===== src/rtl/cap_ring_pkg.sv =====
package cap_ring_pkg;

  // Register byte offsets decoded by software
  localparam logic [7:0] OFS_ENABLE = 8'h14;
  localparam logic [7:0] OFS_BASE   = 8'h18;
  localparam logic [7:0] OFS_SIZE   = 8'h1C;
  localparam logic [7:0] OFS_PROD   = 8'h20;
  localparam logic [7:0] OFS_CONS   = 8'h24;
  localparam logic [7:0] OFS_SRESET = 8'h2C;
  localparam logic [7:0] OFS_PERIOD = 8'h4C;

  localparam int unsigned WORD_BYTES = 4;

  // Next slot of the ring: step one word, wrap on a power-of-two span
  function automatic logic [31:0] ring_step(input logic [31:0] idx, input logic [31:0] span);
    return (idx + 32'(WORD_BYTES)) & (span - 32'd1);
  endfunction

  // Words that make up one interrupt period
  function automatic logic [31:0] period_words(input logic [23:0] frames, input int unsigned chans);
    return 32'(frames) * 32'(chans);
  endfunction

endpackage


===== src/rtl/cap_ring_regs.sv =====
module cap_ring_regs
  import cap_ring_pkg::*;
#(
  parameter int ADDR_W = 32,
  parameter int IDX_W  = 22,
  parameter int REG_AW = 8
) (
  input  logic              clk,
  input  logic              rst_n,
  input  logic              reg_we,
  input  logic [REG_AW-1:0] reg_addr,
  input  logic [31:0]       reg_wdata,
  output logic [31:0]       reg_rdata,
  input  logic [IDX_W-1:0]  prod_idx,
  output logic              chan_en,
  output logic [ADDR_W-1:0] ring_base,
  output logic [IDX_W-1:0]  ring_size,
  output logic [IDX_W-1:0]  cons_idx,
  output logic [23:0]       per_frames,
  output logic              per_irq_en,
  output logic              sreset_evt,
  output logic              cons_wr
);

  logic [31:0] per_cfg_q;

  function automatic logic hit(input logic [7:0] ofs);
    return reg_addr == REG_AW'(ofs);
  endfunction

  assign sreset_evt = reg_we && hit(OFS_SRESET) && reg_wdata[0];
  assign cons_wr    = reg_we && hit(OFS_CONS);
  assign per_frames = per_cfg_q[31:8];
  assign per_irq_en = per_cfg_q[0];

  always_ff @(posedge clk or negedge rst_n) begin
    if (!rst_n) begin
      chan_en   <= 1'b0;
      ring_base <= '0;
      ring_size <= '0;
      cons_idx  <= '0;
      per_cfg_q <= '0;
    end else begin
      if (sreset_evt) cons_idx <= '0;
      if (reg_we) begin
        if (hit(OFS_ENABLE)) chan_en   <= reg_wdata[0];
        if (hit(OFS_BASE))   ring_base <= reg_wdata[ADDR_W-1:0];
        if (hit(OFS_SIZE))   ring_size <= reg_wdata[IDX_W-1:0];
        if (hit(OFS_CONS))   cons_idx  <= reg_wdata[IDX_W-1:0];
        if (hit(OFS_PERIOD)) per_cfg_q <= reg_wdata;
      end
    end
  end

  always_comb begin
    reg_rdata = '0;
    if (hit(OFS_ENABLE))      reg_rdata = {31'b0, chan_en};
    else if (hit(OFS_BASE))   reg_rdata = 32'(ring_base);
    else if (hit(OFS_SIZE))   reg_rdata = 32'(ring_size);
    else if (hit(OFS_PROD))   reg_rdata = 32'(prod_idx);
    else if (hit(OFS_CONS))   reg_rdata = 32'(cons_idx);
    else if (hit(OFS_PERIOD)) reg_rdata = per_cfg_q;
  end

endmodule


===== src/rtl/cap_ring_ptr.sv =====
module cap_ring_ptr
  import cap_ring_pkg::*;
#(
  parameter int IDX_W = 22
) (
  input  logic             clk,
  input  logic             rst_n,
  input  logic [IDX_W-1:0] ring_size,
  input  logic [IDX_W-1:0] cons_idx,
  input  logic             sreset_evt,
  input  logic             busy,
  input  logic             accept,
  input  logic             wr_done,
  output logic [IDX_W-1:0] prod_idx,
  output logic             has_room,
  output logic             advance_evt
);

  logic             drop_q;
  logic [IDX_W-1:0] next_idx;

  assign next_idx    = IDX_W'(ring_step(32'(prod_idx), 32'(ring_size)));
  assign has_room    = next_idx != cons_idx;
  assign advance_evt = wr_done && !drop_q && !sreset_evt;

  always_ff @(posedge clk or negedge rst_n) begin
    if (!rst_n) begin
      prod_idx <= '0;
      drop_q   <= 1'b0;
    end else if (sreset_evt) begin
      prod_idx <= '0;
      drop_q   <= (busy && !wr_done) || accept;
    end else if (wr_done) begin
      if (drop_q) drop_q   <= 1'b0;
      else        prod_idx <= next_idx;
    end
  end

endmodule


===== src/rtl/cap_ring_period.sv =====
module cap_ring_period
  import cap_ring_pkg::*;
#(
  parameter int NUM_CH = 2,
  parameter int CNT_W  = 32
) (
  input  logic        clk,
  input  logic        rst_n,
  input  logic        advance_evt,
  input  logic        sreset_evt,
  input  logic [23:0] per_frames,
  input  logic        per_irq_en,
  output logic        irq
);

  logic [CNT_W-1:0] words_q;
  logic [CNT_W-1:0] target;
  logic             period_end;

  assign target     = CNT_W'(period_words(per_frames, NUM_CH));
  assign period_end = (target != '0) && ((words_q + 1'b1) >= target);

  always_ff @(posedge clk or negedge rst_n) begin
    if (!rst_n) begin
      words_q <= '0;
      irq     <= 1'b0;
    end else begin
      irq <= 1'b0;
      if (sreset_evt) begin
        words_q <= '0;
      end else if (advance_evt) begin
        if (period_end) begin
          words_q <= '0;
          irq     <= per_irq_en;
        end else begin
          words_q <= words_q + 1'b1;
        end
      end
    end
  end

endmodule


===== src/rtl/cap_ring_writer.sv =====
module cap_ring_writer
  import cap_ring_pkg::*;
#(
  parameter int          ADDR_W         = 32,
  parameter int          REG_AW         = 8,
  parameter int          NUM_CH         = 2,
  parameter int unsigned MAX_RING_BYTES = 32'h0020_0000
) (
  input  logic              clk,
  input  logic              rst_n,
  input  logic              reg_we,
  input  logic [REG_AW-1:0] reg_addr,
  input  logic [31:0]       reg_wdata,
  output logic [31:0]       reg_rdata,
  input  logic              s_valid,
  input  logic [31:0]       s_data,
  output logic              s_ready,
  output logic              m_valid,
  output logic [ADDR_W-1:0] m_addr,
  output logic [31:0]       m_data,
  input  logic              m_ready,
  output logic              irq
);

  localparam int IDX_W = $clog2(MAX_RING_BYTES) + 1;

  logic              chan_en;
  logic [ADDR_W-1:0] ring_base;
  logic [IDX_W-1:0]  ring_size;
  logic [IDX_W-1:0]  cons_idx;
  logic [IDX_W-1:0]  prod_idx;
  logic [23:0]       per_frames;
  logic              per_irq_en;
  logic              sreset_evt;
  logic              cons_wr;
  logic              has_room;
  logic              advance_evt;
  logic              accept;
  logic              wr_done;

  cap_ring_regs #(.ADDR_W(ADDR_W), .IDX_W(IDX_W), .REG_AW(REG_AW)) u_regs (
    .clk(clk), .rst_n(rst_n),
    .reg_we(reg_we), .reg_addr(reg_addr), .reg_wdata(reg_wdata), .reg_rdata(reg_rdata),
    .prod_idx(prod_idx),
    .chan_en(chan_en), .ring_base(ring_base), .ring_size(ring_size), .cons_idx(cons_idx),
    .per_frames(per_frames), .per_irq_en(per_irq_en),
    .sreset_evt(sreset_evt), .cons_wr(cons_wr)
  );

  cap_ring_ptr #(.IDX_W(IDX_W)) u_ptr (
    .clk(clk), .rst_n(rst_n),
    .ring_size(ring_size), .cons_idx(cons_idx), .sreset_evt(sreset_evt),
    .busy(m_valid), .accept(accept), .wr_done(wr_done),
    .prod_idx(prod_idx), .has_room(has_room), .advance_evt(advance_evt)
  );

  cap_ring_period #(.NUM_CH(NUM_CH), .CNT_W(32)) u_period (
    .clk(clk), .rst_n(rst_n),
    .advance_evt(advance_evt), .sreset_evt(sreset_evt),
    .per_frames(per_frames), .per_irq_en(per_irq_en),
    .irq(irq)
  );

  // Single write slot between the stream and the memory port
  assign s_ready = chan_en && !m_valid && has_room;
  assign accept  = s_valid && s_ready;
  assign wr_done = m_valid && m_ready;

  always_ff @(posedge clk or negedge rst_n) begin
    if (!rst_n) begin
      m_valid <= 1'b0;
      m_addr  <= '0;
      m_data  <= '0;
    end else if (accept) begin
      m_valid <= 1'b1;
      m_addr  <= ring_base + ADDR_W'(prod_idx);
      m_data  <= s_data;
    end else if (wr_done) begin
      m_valid <= 1'b0;
    end
  end

endmodule


===== config.mk =====
export PLATFORM = sky130hd
export DESIGN_NAME = cap_ring_writer
export DESIGN_NICKNAME = d
export VERILOG_FILES = /design/src/rtl/cap_ring_pkg.sv /design/src/rtl/cap_ring_regs.sv /design/src/rtl/cap_ring_ptr.sv /design/src/rtl/cap_ring_period.sv /design/src/rtl/cap_ring_writer.sv
export SDC_FILE = /design/constraint.sdc
export NUM_CORES = 1
export LEC_CHECK = 0
export ABC_AREA = 1
export BUFFER_PORTS_ARGS = -buffer_cell sky130_fd_sc_hd__buf_2
export CAP_MARGIN = 10
export CORE_AREA = 3 3 185 187
export CTS_BUF_LIST = sky130_fd_sc_hd__clkbuf_8
export DETAILED_ROUTE_END_ITERATION = 12
export DIE_AREA = 0 0 188 190
export PLACE_DENSITY = 0.65
export SLEW_MARGIN = 20
export SYNTH_ARGS = -nofsm -noshare
export SYNTH_HDL_FRONTEND = slang
export SYNTH_SLANG_ARGS = --single-unit

===== constraint.sdc =====
create_clock -name clk -period 2.8 [get_ports clk]
set_input_delay 0.28 -clock clk [delete_from_list [all_inputs] [get_ports clk]]
set_output_delay 0.28 -clock clk [all_outputs]
set_load 0.01 [all_outputs]

# Word level (Yosys, flattened, before mapping)
# Cells that the tools add are included.
[totals]
ff_bits = 230
input_bits = 77
out_inout_bits = 99
word_cells = 72
[classes]
n_addsub = 4
order_cmp = 1
eq_ne = 9
n_mux = 21
bitwise_logic = 1
n_reduce_logical = 24
[ops]
columns = ["cell", "n"]
rows = [
  ["$mux 32", 9],
  ["$mux 22", 6],
  ["$add 32x1->32 const B", 1],
  ["$add 32x22->32", 1],
  ["$ge 32x25->1", 1],
  ["$reduce_bool 32->1", 1],
  ["$eq 8x5->1 const B", 3],
  ["$eq 8x6->1 const B", 3],
  ["$add 22x3->22 const B", 1],
  ["$and 22x22->22", 1],
  ["$ne 22x22->1", 1],
  ["$sub 22x1->22 const B", 1],
  ["$logic_and 1x1->1", 10],
  ["$reduce_and 2->1", 5],
  ["$eq 8x7->1 const B", 1],
  ["$mux 1", 6],
  ["$reduce_bool 2->1", 3],
  ["$logic_not 1->1", 4],
  ["$ne 2x1->1 const B", 1],
  ["$logic_or 1x1->1", 1],
]

# Depth between registers and ports, before layout
# Gate-level depths: netlist (run 1).
[depth]
depth_word = 7
depth_mapped = 24
ltp_nobuf = 23

# Modules after synthesis
# Synthesis (run 1) repeated with hierarchy kept, for this count alone.
[hier_totals]
hier_cells = 2314
hier_area_um2 = 16037.9
[by_module_without_submodules]
columns = ["module", "n_inst", "cells_per_inst", "area_per_inst_um2"]
rows = [
  ["cap_ring_regs", 1, 715, 5930.7],
  ["cap_ring_writer", 1, 673, 4418.0],
  ["cap_ring_period", 1, 486, 3173.0],
  ["cap_ring_ptr", 1, 440, 2516.2],
]

# Worst setup path before layout (run 1)
# No wires, ideal clock.
[synth_timing]
kind = "reg2reg"
startpoint = "reg u_period.words_q[0]"
endpoint = "reg u_period.words_q[27]"
setup_time_ps = 117
arrival_time_ps = 2776
t_required_ps = 2683
setup_slack_ps = -93
path_stages_with_launch = 20
n_path_buf = 1
period_less_slack_ps = 2893
path_cell_list = "dfrtp_1 nand3_1 nor2_2 nand3_1 nor3_2 and2_1 nand2_1 nor2_1 nand2_1 xor2_1 inv_1 ha_1 nand4_1 o221ai_1 nand3_1 nand3_1 nand2_1 buf_2 nand2_1 nand2_1"
[synth_via]
elab_chain_len = 6
[synth_lines]
columns = ["element", "line", "rtl"]
rows = [
  ["start, declared", "cap_ring_period.sv:16", "logic [CNT_W-1:0] words_q;"],
  ["start signal, assigned", "cap_ring_period.sv:36", "words_q <= words_q + 1'b1;"],
  ["$add 32x1->32 *", "cap_ring_period.sv:21, cap_ring_period.sv:36", ""],
  ["$ge 32x25->1", "cap_ring_period.sv:21", "assign period_end = (target != '0) && ((words_q + 1'b1) >= target);"],
  ["$logic_and 1x1->1", "cap_ring_period.sv:21", ""],
  ["$mux 32 *", "cap_ring_period.sv:32", "if (period_end) begin"],
  ["$mux 32 *", "cap_ring_period.sv:31", "end else if (advance_evt) begin"],
  ["$mux 32 *", "cap_ring_period.sv:29", "if (sreset_evt) begin"],
]
# Mark *: on every way between the ends. The rest lies on a longest branch, timed or not. The select of a mux whose other input is x is not followed.
# A chain may end at the register's enable or synchronous reset.

# Worst setup path in the final report (run 1)
[layout_timing]
startpoint = "reg u_period.words_q[0]"
endpoint = "reg u_period.words_q[21]"
# The elaborated chain is that of the path after synthesis.

==> results.txt, run 1 <==
type of origin of the critical path: flop
Starting Density: 43.9%
syn_area_per_cell: 7.37 um^2
Worst-Skew Late Latency: 570 ps
TritonCTS clock tree: done
H-tree Lvls: 2
CORE AREA: 0.0326 mm^2
cell family with the largest share of critical-path delay: simple AND/OR/NAND/NOR gates
final setup margin: -246 ps
global-route track usage on met3: 5.60%
# rows: 66
Synth top area share: 40.2%
Critical Path AT: 3550 ps
WL final: 48,600 um
nets: 2,405
clock root cell: clkbuf_8
Worst-Margin Slew: 1060 ps
most common cell in the netlist: nand2_1
Initial DRC Count: 1,168
dpl cells: 2,591
via count: 14,700
post-synthesis cell count: 1,944
final setup vio count: 34
GR Layer Usage met2: 42.2%
first-pass iteration count of the detailed router: 5
RSZ-0062 raised after global routing: true
clock sinks: 230
ratio of cells with drive above 1 in the final layout: 26.9%
Syn-to-layout area delta: 30.3%
sequential fraction of the synthesis area: 40.2%
CTS Buf Count: 41
Synth Warn #: 0
grt met1 use: 35.6%
crit path capture type: flop
Setup Crit Path Kind: flop to flop
CP Max Fanout: 16
Chip Height: 190 um
status: complete, but fails checks
vias in the first global route: 14,100
Lkg Pwr: 9.49 nW
Max Transition Viols Final: 0
Max Cap Viol: 0
Reg clk slew, reported paths: 60 ps
crit share post-route: 109%
die area: 0.0357 mm^2
top post-synthesis cells by area: dfrtp_1 (40%), nand2_1 (14%), o21ai_0 (6.0%)
slowest CP cell: dfrtp_1
antenna cells: 0
largest net degree at the start of global routing: 65
ys async rst share: 100%
register area: 0.00577 mm^2
GR peak layer: met2
Final min period: 3050 ps
maximum root-to-sink buffer count: 3
Layout Cells excl Fill: 2,749
Rel. slew slack: 29.1%
final setup skew: 31.9 ps
Max Freq: 328 MHz
# port buffers: 175
IO Count: 176
Synth Flop Type: dfrtp_1
VDD IR max: 0.341 mV
Overflow after GRT: 0
Total GRT Usage: 26.1%
Crit path top cell by count: nand2_1
Die W: 188 um
CP max stage delay: 370 ps
worst hold slack: 23.3 ps
Hold Crit Class: input port to flop
initial antenna violation count: 0
ANT nets after route: 0
residual DRC count: 0
dpl hpwl: 33,800 um
Buf+Inv Stages, Crit Path: 3
CP Cell Sequence: buf_6 -> nand3_4 -> nor2_4 -> nand3_4 -> nor2_2 -> xor2_2 -> inv_1 -> ha_1 -> a21oi_1 -> nor3_2 -> a211oi_1 -> nand2_1 -> nand3_1 -> nand2_1 -> nand2_1 -> nand2_1 -> nand3_1 -> nand3_2 -> nand2_4 -> buf_12 -> nand2_1 -> nand2_1
Cell Area, Synth: 0.0143 mm^2
PwrDens: 621 mW/mm^2
multi-input combinational cell area: 0.00796 mm^2
Synth Register Bits: 230
post-DR wirelength/cell: 17.7 um
routed vias/inst: 5.36
endpoints failing hold: 0
post-synthesis cell type count: 50
number of enable flip-flop cells after synthesis: 0
syn_nets: 2,071
WP data required: 3300 ps
Yosys top cell by area: dfrtp_1
fillers: 2,973
Post-synth top cells: nand2_1 (523), dfrtp_1 (230), inv_1 (217)
first-pass GRT wire length: 75,400 um
violated checks: negative setup slack
Final GP Congestion: 0.952
==> stage by stage <==
stage               util [%]  setup TNS (ps)  instance area (um^2)  total power, mW  worst slack (ps)
floorplan                  -               0                 14400             6.26             0.804
CTS                     55.3           -5420                 18000             11.3              -207
global route            57.2          -17300                 18700             12.3              -472
detailed placement      50.0           -8700                 16300             7.55              -271
global placement        50.0           -4790                 16300             7.49              -149
finish                  57.2           -7630                 18700             11.6              -246
==> registers in the layout, summed over array words and instances (netlist names), 22 cells and up <==
name / flops
u_regs.cons_idx: 22
u_regs.ring_size: 22
m_data: 32
u_regs.ring_base: 32
u_regs.per_cfg_q: 32
u_ptr.prod_idx: 22
m_addr: 32
u_period.words_q: 32
==> report_power, final <==
| part | internal (mW) | switching [mW] |
|---|---|---|
| sequential | 3.79 | 0.488 |
| clock | 2.06 | 1.47 |
| combinational | 1.56 | 2.22 |
| total | 7.40 | 4.18 |
==> cells by family after synthesis <==
| group | count (synthesis) | synth area share (%) |
|---|---|---|
| and+or+nand+nor | 974 | 29.8 |
| AOI/OAI and AO/OA | 339 | 13.6 |
| buffers and inverters | 292 | 8.50 |
| DFF | 230 | 40.2 |
| xor gates and xnor gates | 59 | 3.61 |
| adders and majority gates | 50 | 4.42 |
==> layout make-up <==
cell class	instances	share of cell area [%]
Multi-Input combinational cell	1422	42.6
Sequential cell	230	30.9
Timing Repair Buffer	362	14.2
Inverter	221	4.44
Clock buffer	49	3.61
Tap cell	442	2.96
Clock inverter	23	1.27
==> placed cells by master, fill, tap and decap left out, types with 6 or more instances in the layout <==
cell	synthesis	layout
dlygate4sd3_1	0	40
dfrtp_2	0	13
nand3b_1	6	6
clkbuf_8	0	49
nor2_1	169	143
a21oi_1	84	79
nand3_1	127	113
dfrtp_1	230	217
nand2_2	56	95
nor2_2	9	21
o21ai_1	3	6
ha_1	49	43
buf_12	6	9
nor4_1	10	10
nand2_4	1	8
o21ai_0	171	168
nand2_1	523	476
nand3_2	1	12
xnor2_1	16	14
o211ai_1	7	7
buf_2	11	174
inv_1	217	218
nor3_1	16	13
o21ai_2	17	17
buf_4	0	119
nand4_1	40	40
o22ai_1	17	17
nor2_4	5	19
xor2_2	0	7
inv_2	2	12
xor2_1	43	36
o221ai_1	15	14
buf_6	0	14
==> worst paths after layout <==
kind,cells after the start,startpoint,slack (ps),to
max,22,u_period.words_q[0],-250,u_period.words_q[21]
min reg2reg,2,m_addr[11],480,m_addr[11]
max in group asynchronous,3,rst_n,1680,u_period.words_q[18]
min,3,reg_wdata[22],20,u_regs.per_cfg_q[22]
max reg2reg,22,u_period.words_q[0],-250,u_period.words_q[21]
min in group asynchronous,2,rst_n,250,m_addr[5]
==> what timing repair did <==
item | CTS | global route
setup endpoints to repair | 68 | 100
cloned | 1 | 6
setup buffers | 19 | 22
hold endpoints to repair | 102 | 0
pin swaps | 17 | 43
hold buffers | 40 | 0
gates resized for setup | 79 | 95
==> layer usage <==
metal / part of all wire (%) / wire length [um] / vias to the layer above
met5: 0 / 0 / -
met4: 2.6 / 1260 / 0
met3: 7.9 / 3830 / 86
met2: 46 / 22100 / 628
met1: 44 / 21400 / 6993
li1: - / - / 7021
==> tightest hold or removal path, delay by kind of cell <==
kind	cells	cell delay (ps)
AOI/OAI and AO/OA	1	80
buffers and inverters	2	170
Power figures use the tool's default switching activity.
==> run 2, diff against run 1 <==
- CORE_AREA: 3 3 185 187 -> 2 2 184 186
- DIE_AREA: 0 0 188 190 -> 0 0 186 188
- PLACE_DENSITY: 0.65 -> 0.66
- clock period: 2.8 -> 3.2 ns (I/O delays scaled with it)
==> run 2 against run 1 <==
The run now ends clean. Worst hold slack improved by 3.1 ps. Non-clock buffer count fell by 98. Worst setup slack improved by 280 ps. Critical path depth fell by 4. Sequential share of layout area rose by 1.8 points. Clock skew fell by 14 ps. Count of clock-buffer cells in the layout fell by 3.
==> results.txt, run 2 (synthesis results as in run 1) <==
clock sinks: 230
Die W: 186 um
slowest CP cell: or3_4
Initial DRC Count: 1,188
first-pass iteration count of the detailed router: 6
multi-input combinational cell area: 0.00781 mm^2
Sw Ratio: 36.4%
most common cell after layout, fill and taps aside: nand2_1
# port buffers: 175
Syn-to-layout area delta: 22.8%
Total GRT Usage: 26.0%
ratio of cells with drive above 1 in the final layout: 22.2%
final setup skew: 18.0 ps
Post-DP Area: 0.0158 mm^2
status: completed
Chip Height: 188 um
Worst-Margin Slew: 1070 ps
initial antenna violation count: 1
CP Depth: 18
ANT nets after route: 0
reg-to-reg setup timing slack: 30 ps
CP Cell Sequence: buf_6 -> ha_4 -> nand2_4 -> nor2_4 -> nand3_2 -> buf_6 -> or3_4 -> xor2_2 -> inv_2 -> ha_4 -> nand4_1 -> nor3_2 -> nand3_2 -> nand3_2 -> nand2_4 -> clkbuf_16 -> nand2_1 -> nand2_1
Starting Density: 43.3%
NetSw: 3.52 mW
nets: 2,306
routed vias/inst: 5.34
die area: 0.0350 mm^2
cell family with the largest share of critical-path delay: simple AND/OR/NAND/NOR gates
Critical Path AT: 3610 ps
maximum root-to-sink buffer count: 3
TritonCTS clock tree: done
WL final: 46,800 um
antenna cells: 0
largest net degree at the start of global routing: 83
# rows: 67
IO Count: 176
VDD IR max: 0.262 mV
RSZ-0062 raised after global routing: true
crit path capture type: flop
Overflow after GRT: 0
post-DR wirelength/cell: 17.6 um
CP startpoint: u_period.words_q[0]
Hold Crit Class: input port to flop
endpoints failing hold: 0
Worst-Skew Late Latency: 560 ps
worst r2r src: u_period.words_q[0]
CP Max Fanout: 8
PwrDens: 550 mW/mm^2
most frequent cells in the layout: nand2_1 (504), inv_1 (222), dfrtp_1 (220)
Max Cap Viol: 0
Crit path top cell by count: nand3_2
WP data required: 3640 ps
final instance area: 0.0176 mm^2
Final min period: 3170 ps
Rel. slew slack: 28.5%
vias in the first global route: 13,400
Setup TNS: 0 ps
CP endpoint: u_period.words_q[23]
residual DRC count: 0
P_int: 6.16 mW
register area: 0.00577 mm^2
CTS Buf Count: 40
Max Transition Viols Final: 0
crit share post-route: 98.9%
Buf+Inv Stages, Crit Path: 4
final setup vio count: 0
combinational fraction of design power: 31.3%
reg-to-reg endpoint: u_period.words_q[23]
H-tree Lvls: 2
fillers: 3,177
Final GP Congestion: 1.00
clock root cell: clkbuf_8
CP max stage delay: 400 ps
type of origin of the critical path: flop
CORE AREA: 0.0331 mm^2
via count: 14,200
Lkg Pwr: 8.88 nW
first-pass GRT wire length: 71,700 um
Reg2Reg Depth: 18
Reg clk slew, reported paths: 60 ps
Setup Crit Path Kind: flop to flop
sequential share of power: 38.7%
dpl hpwl: 33,400 um
Max Freq: 316 MHz
Clk pwr share: 30.0%
==> run 2: cell count changes in the layout (fill, tap and decap cells not counted), sizes merged <==
cell | previous run | this run
buf | 318 | 235
clkinvlp | 1 | 0
clkinv | 6 | 12
clkbuf | 53 | 48
dlygate4sd3 | 40 | 27
bufinv | 5 | 4
inv | 232 | 231
==> run 2: worst min path at each step <==
stage / slack [ps] / end / start / cells after the start
detailed placement: 360 / m_data[15] / rst_n / 1
finish: 30 / m_data[2] / s_data[2] / 3
CTS: 5 / m_data[2] / s_data[2] / 3
global route: 30 / u_regs.per_cfg_q[31] / reg_wdata[31] / 3
floorplan: 20 / m_addr[0] / rst_n / 0
global placement: 370 / m_data[15] / rst_n / 1
==> run 2: layout make-up <==
| cell class | count | area share (%) |
|---|---|---|
| clock buffer | 46 | 3.60 |
| clock inverter | 26 | 1.22 |
| inverter | 221 | 4.71 |
| multi-input combinational | 1422 | 44.3 |
| sequential | 230 | 32.8 |
| tap | 448 | 3.18 |
| timing repair buffer | 264 | 10.2 |
==> run 2: worst reg2reg max path, stage by stage, from the launching register on <==
cell       delay (ps)
dfrtp_1           370
buf_6             120
ha_4              150
nand2_4            60
nor2_4            180
nand3_2           130
buf_6             150
or3_4             400
xor2_2            190
inv_2              70
ha_4              270
nand4_1           160
nor3_2            190
nand3_2           100
nand3_2           100
nand2_4           110
clkbuf_16         190
nand2_1            70
nand2_1            50
==> run 2: through the flow <==
| step | hold slack, ps | worst slack [ps] | util [%] | std cells | power (mW) |
|---|---|---|---|---|---|
| 2_1_floorplan | 24.4 | 307 | - | 1944 | 5.47 |
| 3_3_place_gp | 366 | 144 | 47.6 | 2533 | 6.40 |
| 3_5_place_dp | 364 | -21.5 | 47.6 | 2533 | 6.45 |
| 4_1_cts | 5.23 | -11.9 | 51.1 | 2634 | 9.42 |
| 5_1_grt | 26.5 | -109 | 53.2 | 2657 | 10.3 |
| 6_report | 26.3 | 34.7 | 53.2 | 2657 | 9.69 |
==> run 2: per-layer routing <==
metal  vias to the layer above  track usage (%)  part of all wire [%]
li1                       6827                -                     -
met1                      6649             35.7                    44
met2                       608             41.6                    45
met3                       116             5.03                   8.5
met4                         0             7.69                   3.0
met5                         -                0                     0
==> run 2: power groups by stage <==
| stage | clock network (mW) | registers (mW) | logic, mW |
|---|---|---|---|
| after global placement | 0 | 3.75 | 2.65 |
| after floorplan | 0 | 3.77 | 1.70 |
| final | 2.91 | 3.75 | 3.04 |
| after detailed placement | 0 | 3.76 | 2.68 |
| after global routing | 3.10 | 3.79 | 3.39 |
| after CTS | 2.97 | 3.71 | 2.74 |
==> run 2: timing repair <==
action                                  4_1_cts  5_1_grt
pin swaps                                     3       40
hold buffers                                 27        0
setup buffers                                 2       20
endpoints found under the setup margin       27       34
hold endpoints to repair                    104        0
cloned                                        0        3
gates resized for setup                       4      112
==> run 3, diff against run 2 <==
- BUFFER_PORTS_ARGS: -buffer_cell sky130_fd_sc_hd__buf_2 -> not set
- CORE_AREA: 2 2 184 186 -> 2 2 194 196
- DIE_AREA: 0 0 186 188 -> 0 0 196 198
- DONT_BUFFER_PORTS: not set -> 1
- PLACE_DENSITY: 0.66 -> 0.61
- SYNTH_HIERARCHICAL: not set -> 1
==> run 3 against run 2 <==
First-iteration DRC count grew 8.6%. The run now ends with negative hold slack left. Clock skew up 16 ps. Count of clock-buffer cells in the layout up 6. Synthesized cell count increased by 19%. Core utilization down 4.5 points.
==> results.txt, run 3 <==
final setup margin: 149 ps
Initial DRC Count: 1,290
Max Cap Viol: 0
Final GP Congestion: 1.02
reg-to-reg setup timing slack: 260 ps
via count: 15,000
Layout Cells excl Fill: 2,866
fillers: 3,751
RSZ-0062 raised after global routing: true
Final min period: 3050 ps
IO Count: 176
TritonCTS clock tree: done
# port buffers: 0
final setup vio count: 0
cell family with the largest share of critical-path delay: simple AND/OR/NAND/NOR gates
worst r2r src: u_period/words_q[9]
reg-to-reg endpoint: u_period/words_q[17]
crit path capture type: output port
Critical Path AT: 2730 ps
initial antenna violation count: 1
top post-synthesis cells by area: dfrtp_1 (36%), nand2_1 (19%), inv_1 (6.3%)
routed vias/inst: 5.24
WP data required: 2880 ps
NetSw: 3.59 mW
syn_nets: 2,441
Worst-Margin Slew: 1020 ps
Synth Warn #: 6
Crit path top cell by count: nor2_2
Buf+Inv Stages, Crit Path: 2
vias in the first global route: 14,500
Synth Register Bits: 230
Chip Height: 198 um
post-synthesis cell count: 2,314
CP startpoint: u_ptr/prod_idx[2]
# rows: 71
ratio of cells with drive above 1 in the final layout: 12.4%
Lkg Pwr: 9.47 nW
number of enable flip-flop cells after synthesis: 0
post-DR wirelength/cell: 17.8 um
WL final: 51,000 um
Hold Buf Count CTS: 64
fin util: 48.7%
Post-synth top cells: nand2_1 (802), inv_1 (270), dfrtp_1 (230)
ANT nets after route: 0
Overflow after GRT: 0
CP Max Fanout: 5
CP max stage delay: 410 ps
Sw Ratio: 37.1%
Max Transition Viols Final: 0
Max Freq: 328 MHz
type of origin of the critical path: flop
maximum root-to-sink buffer count: 3
Worst-Skew Late Latency: 610 ps
slowest CP cell: dfrtp_2
first-pass GRT wire length: 80,800 um
first-pass iteration count of the detailed router: 5
CP Cell Sequence: buf_4 -> nand3_1 -> nor2_2 -> xor2_2 -> nand3_1 -> nand2_1 -> nand2_1 -> nor2_2 -> nand3_1 -> nor2_2 -> nand2_1 -> nand2_2 -> nor2_2 -> buf_4
Die W: 196 um
Synth Flop Type: dfrtp_1
Total GRT Usage: 26.6%
violated checks: negative hold slack
CTS Buf Count: 42
status: complete, but fails checks
VDD IR max: 0.297 mV
nets: 2,488
Cell Area, Synth: 0.0160 mm^2
Syn-to-layout area delta: 12.2%
Reg clk slew, reported paths: 70 ps
sequential fraction of the synthesis area: 35.9%
CORE AREA: 0.0370 mm^2
largest net degree at the start of global routing: 231
Rel. slew slack: 32.1%
dpl cells: 2,724
endpoints failing hold: 230
Synth top area share: 35.9%
die area: 0.0388 mm^2
dpl hpwl: 37,800 um
worst hold slack: -584 ps
syn_area_per_cell: 6.93 um^2
Hold Crit Class: input port to async pin
final setup skew: 34.5 ps
clock sinks: 230
most common cell after layout, fill and taps aside: nand2_1
post-synthesis cell type count: 49
sequential share of power: 40.2%
Place WS: 89.5 ps
Starting Density: 43.4%
Yosys top cell by area: dfrtp_1
H-tree Lvls: 2
crit share post-route: 95.3%
combinational fraction of design power: 27.7%
most frequent cells in the layout: nand2_1 (798), inv_1 (280), dfrtp_1 (220)
Clk pwr share: 32.2%
most common cell in the netlist: nand2_1
ys async rst share: 100%
P_int: 6.07 mW
clock root cell: clkbuf_8
Reg2Reg Depth: 20
PwrDens: 537 mW/mm^2
residual DRC count: 0
Setup TNS: 0 ps
Setup Crit Path Kind: flop to output port
-- run 3: cell types whose count changed after synthesis, sizes merged, moves of 31 or more --
cell	previous run	this run
a21oi	84	35
buf	23	76
clkbuf	48	17
inv	219	284
nand2	580	866
nand3	130	184
nand3b	6	41
nor2	184	236
o21ai	191	139
-- run 3: final cells by class --
| class | count | area, um^2 | share of cell area (%) |
|---|---|---|---|
| inverter | 286 | 1070 | 5.96 |
| antenna | 1 | 2.50 | 0.0139 |
| timing repair buffer | 96 | 931 | 5.17 |
| clock inverter | 22 | 204 | 1.13 |
| multi-input combinational | 1705 | 8710 | 48.4 |
| sequential | 230 | 5770 | 32.0 |
| clock buffer | 52 | 716 | 3.98 |
| tap | 474 | 593 | 3.30 |
-- run 3: through the flow --
step	hold WS (ps)	power (mW)	instance area [um^2]
final	-584	9.66	18000
after global placement	34.5	6.39	16300
after CTS	-629	9.65	17800
after floorplan	24.4	5.64	16000
after global routing	-618	10.2	18000
after detailed placement	34.6	6.42	16300
-- run 3: routing by layer --
layer,track usage [%],vias up,share of wire [%]
met5,0,-,0
met4,8.53,0,3.0
met3,6.29,99,8.5
met2,42.0,549,44
met1,36.1,7009,45
li1,-,7375,-
-- run 3: cells by family after synthesis --
family / share of synthesized area [%]
compound gates: 7.75
xor+xnor: 2.40
fa+ha+maj: 3.95
buf+inv: 10.7
flops: 35.9
simple gates: 39.3
-- run 3: how the worst max path moves through the flow --
stage	endpoint	slack [ps]	depth (start not counted)
6_report	s_ready	150	14
5_1_grt	s_ready	-10	17
4_1_cts	s_ready	9	17
3_5_place_dp	u_ptr/drop_q	90	19
3_3_place_gp	u_ptr/drop_q	110	17
2_1_floorplan	u_period/words_q[22]	390	22
-- run 3: worst reg2reg max path: cells and delay by family, from the launching register on --
family | cells | cell delay [ps]
and+or+nand+nor | 13 | 1330
DFF | 1 | 440
AOI/OAI and AO/OA | 3 | 390
adders and majority gates | 1 | 280
buffers and inverters | 2 | 240
xor gates and xnor gates | 1 | 200
-- run 3: power by group through the flow --
stage	registers (mW)	clock network (mW)	logic [mW]
2_1_floorplan	3.73	0	1.92
3_3_place_gp	3.90	0	2.49
3_5_place_dp	3.91	0	2.51
4_1_cts	3.86	3.19	2.60
5_1_grt	3.92	3.31	3.01
6_report	3.88	3.11	2.67
-- run 3: what timing repair did --
action / CTS / global route
resized for setup: 5 / 40
setup buffers: 2 / 1
cloned: 0 / 0
pin swaps: 1 / 2
endpoints found under the setup margin: 1 / 39
endpoints found under the hold margin: 344 / 230
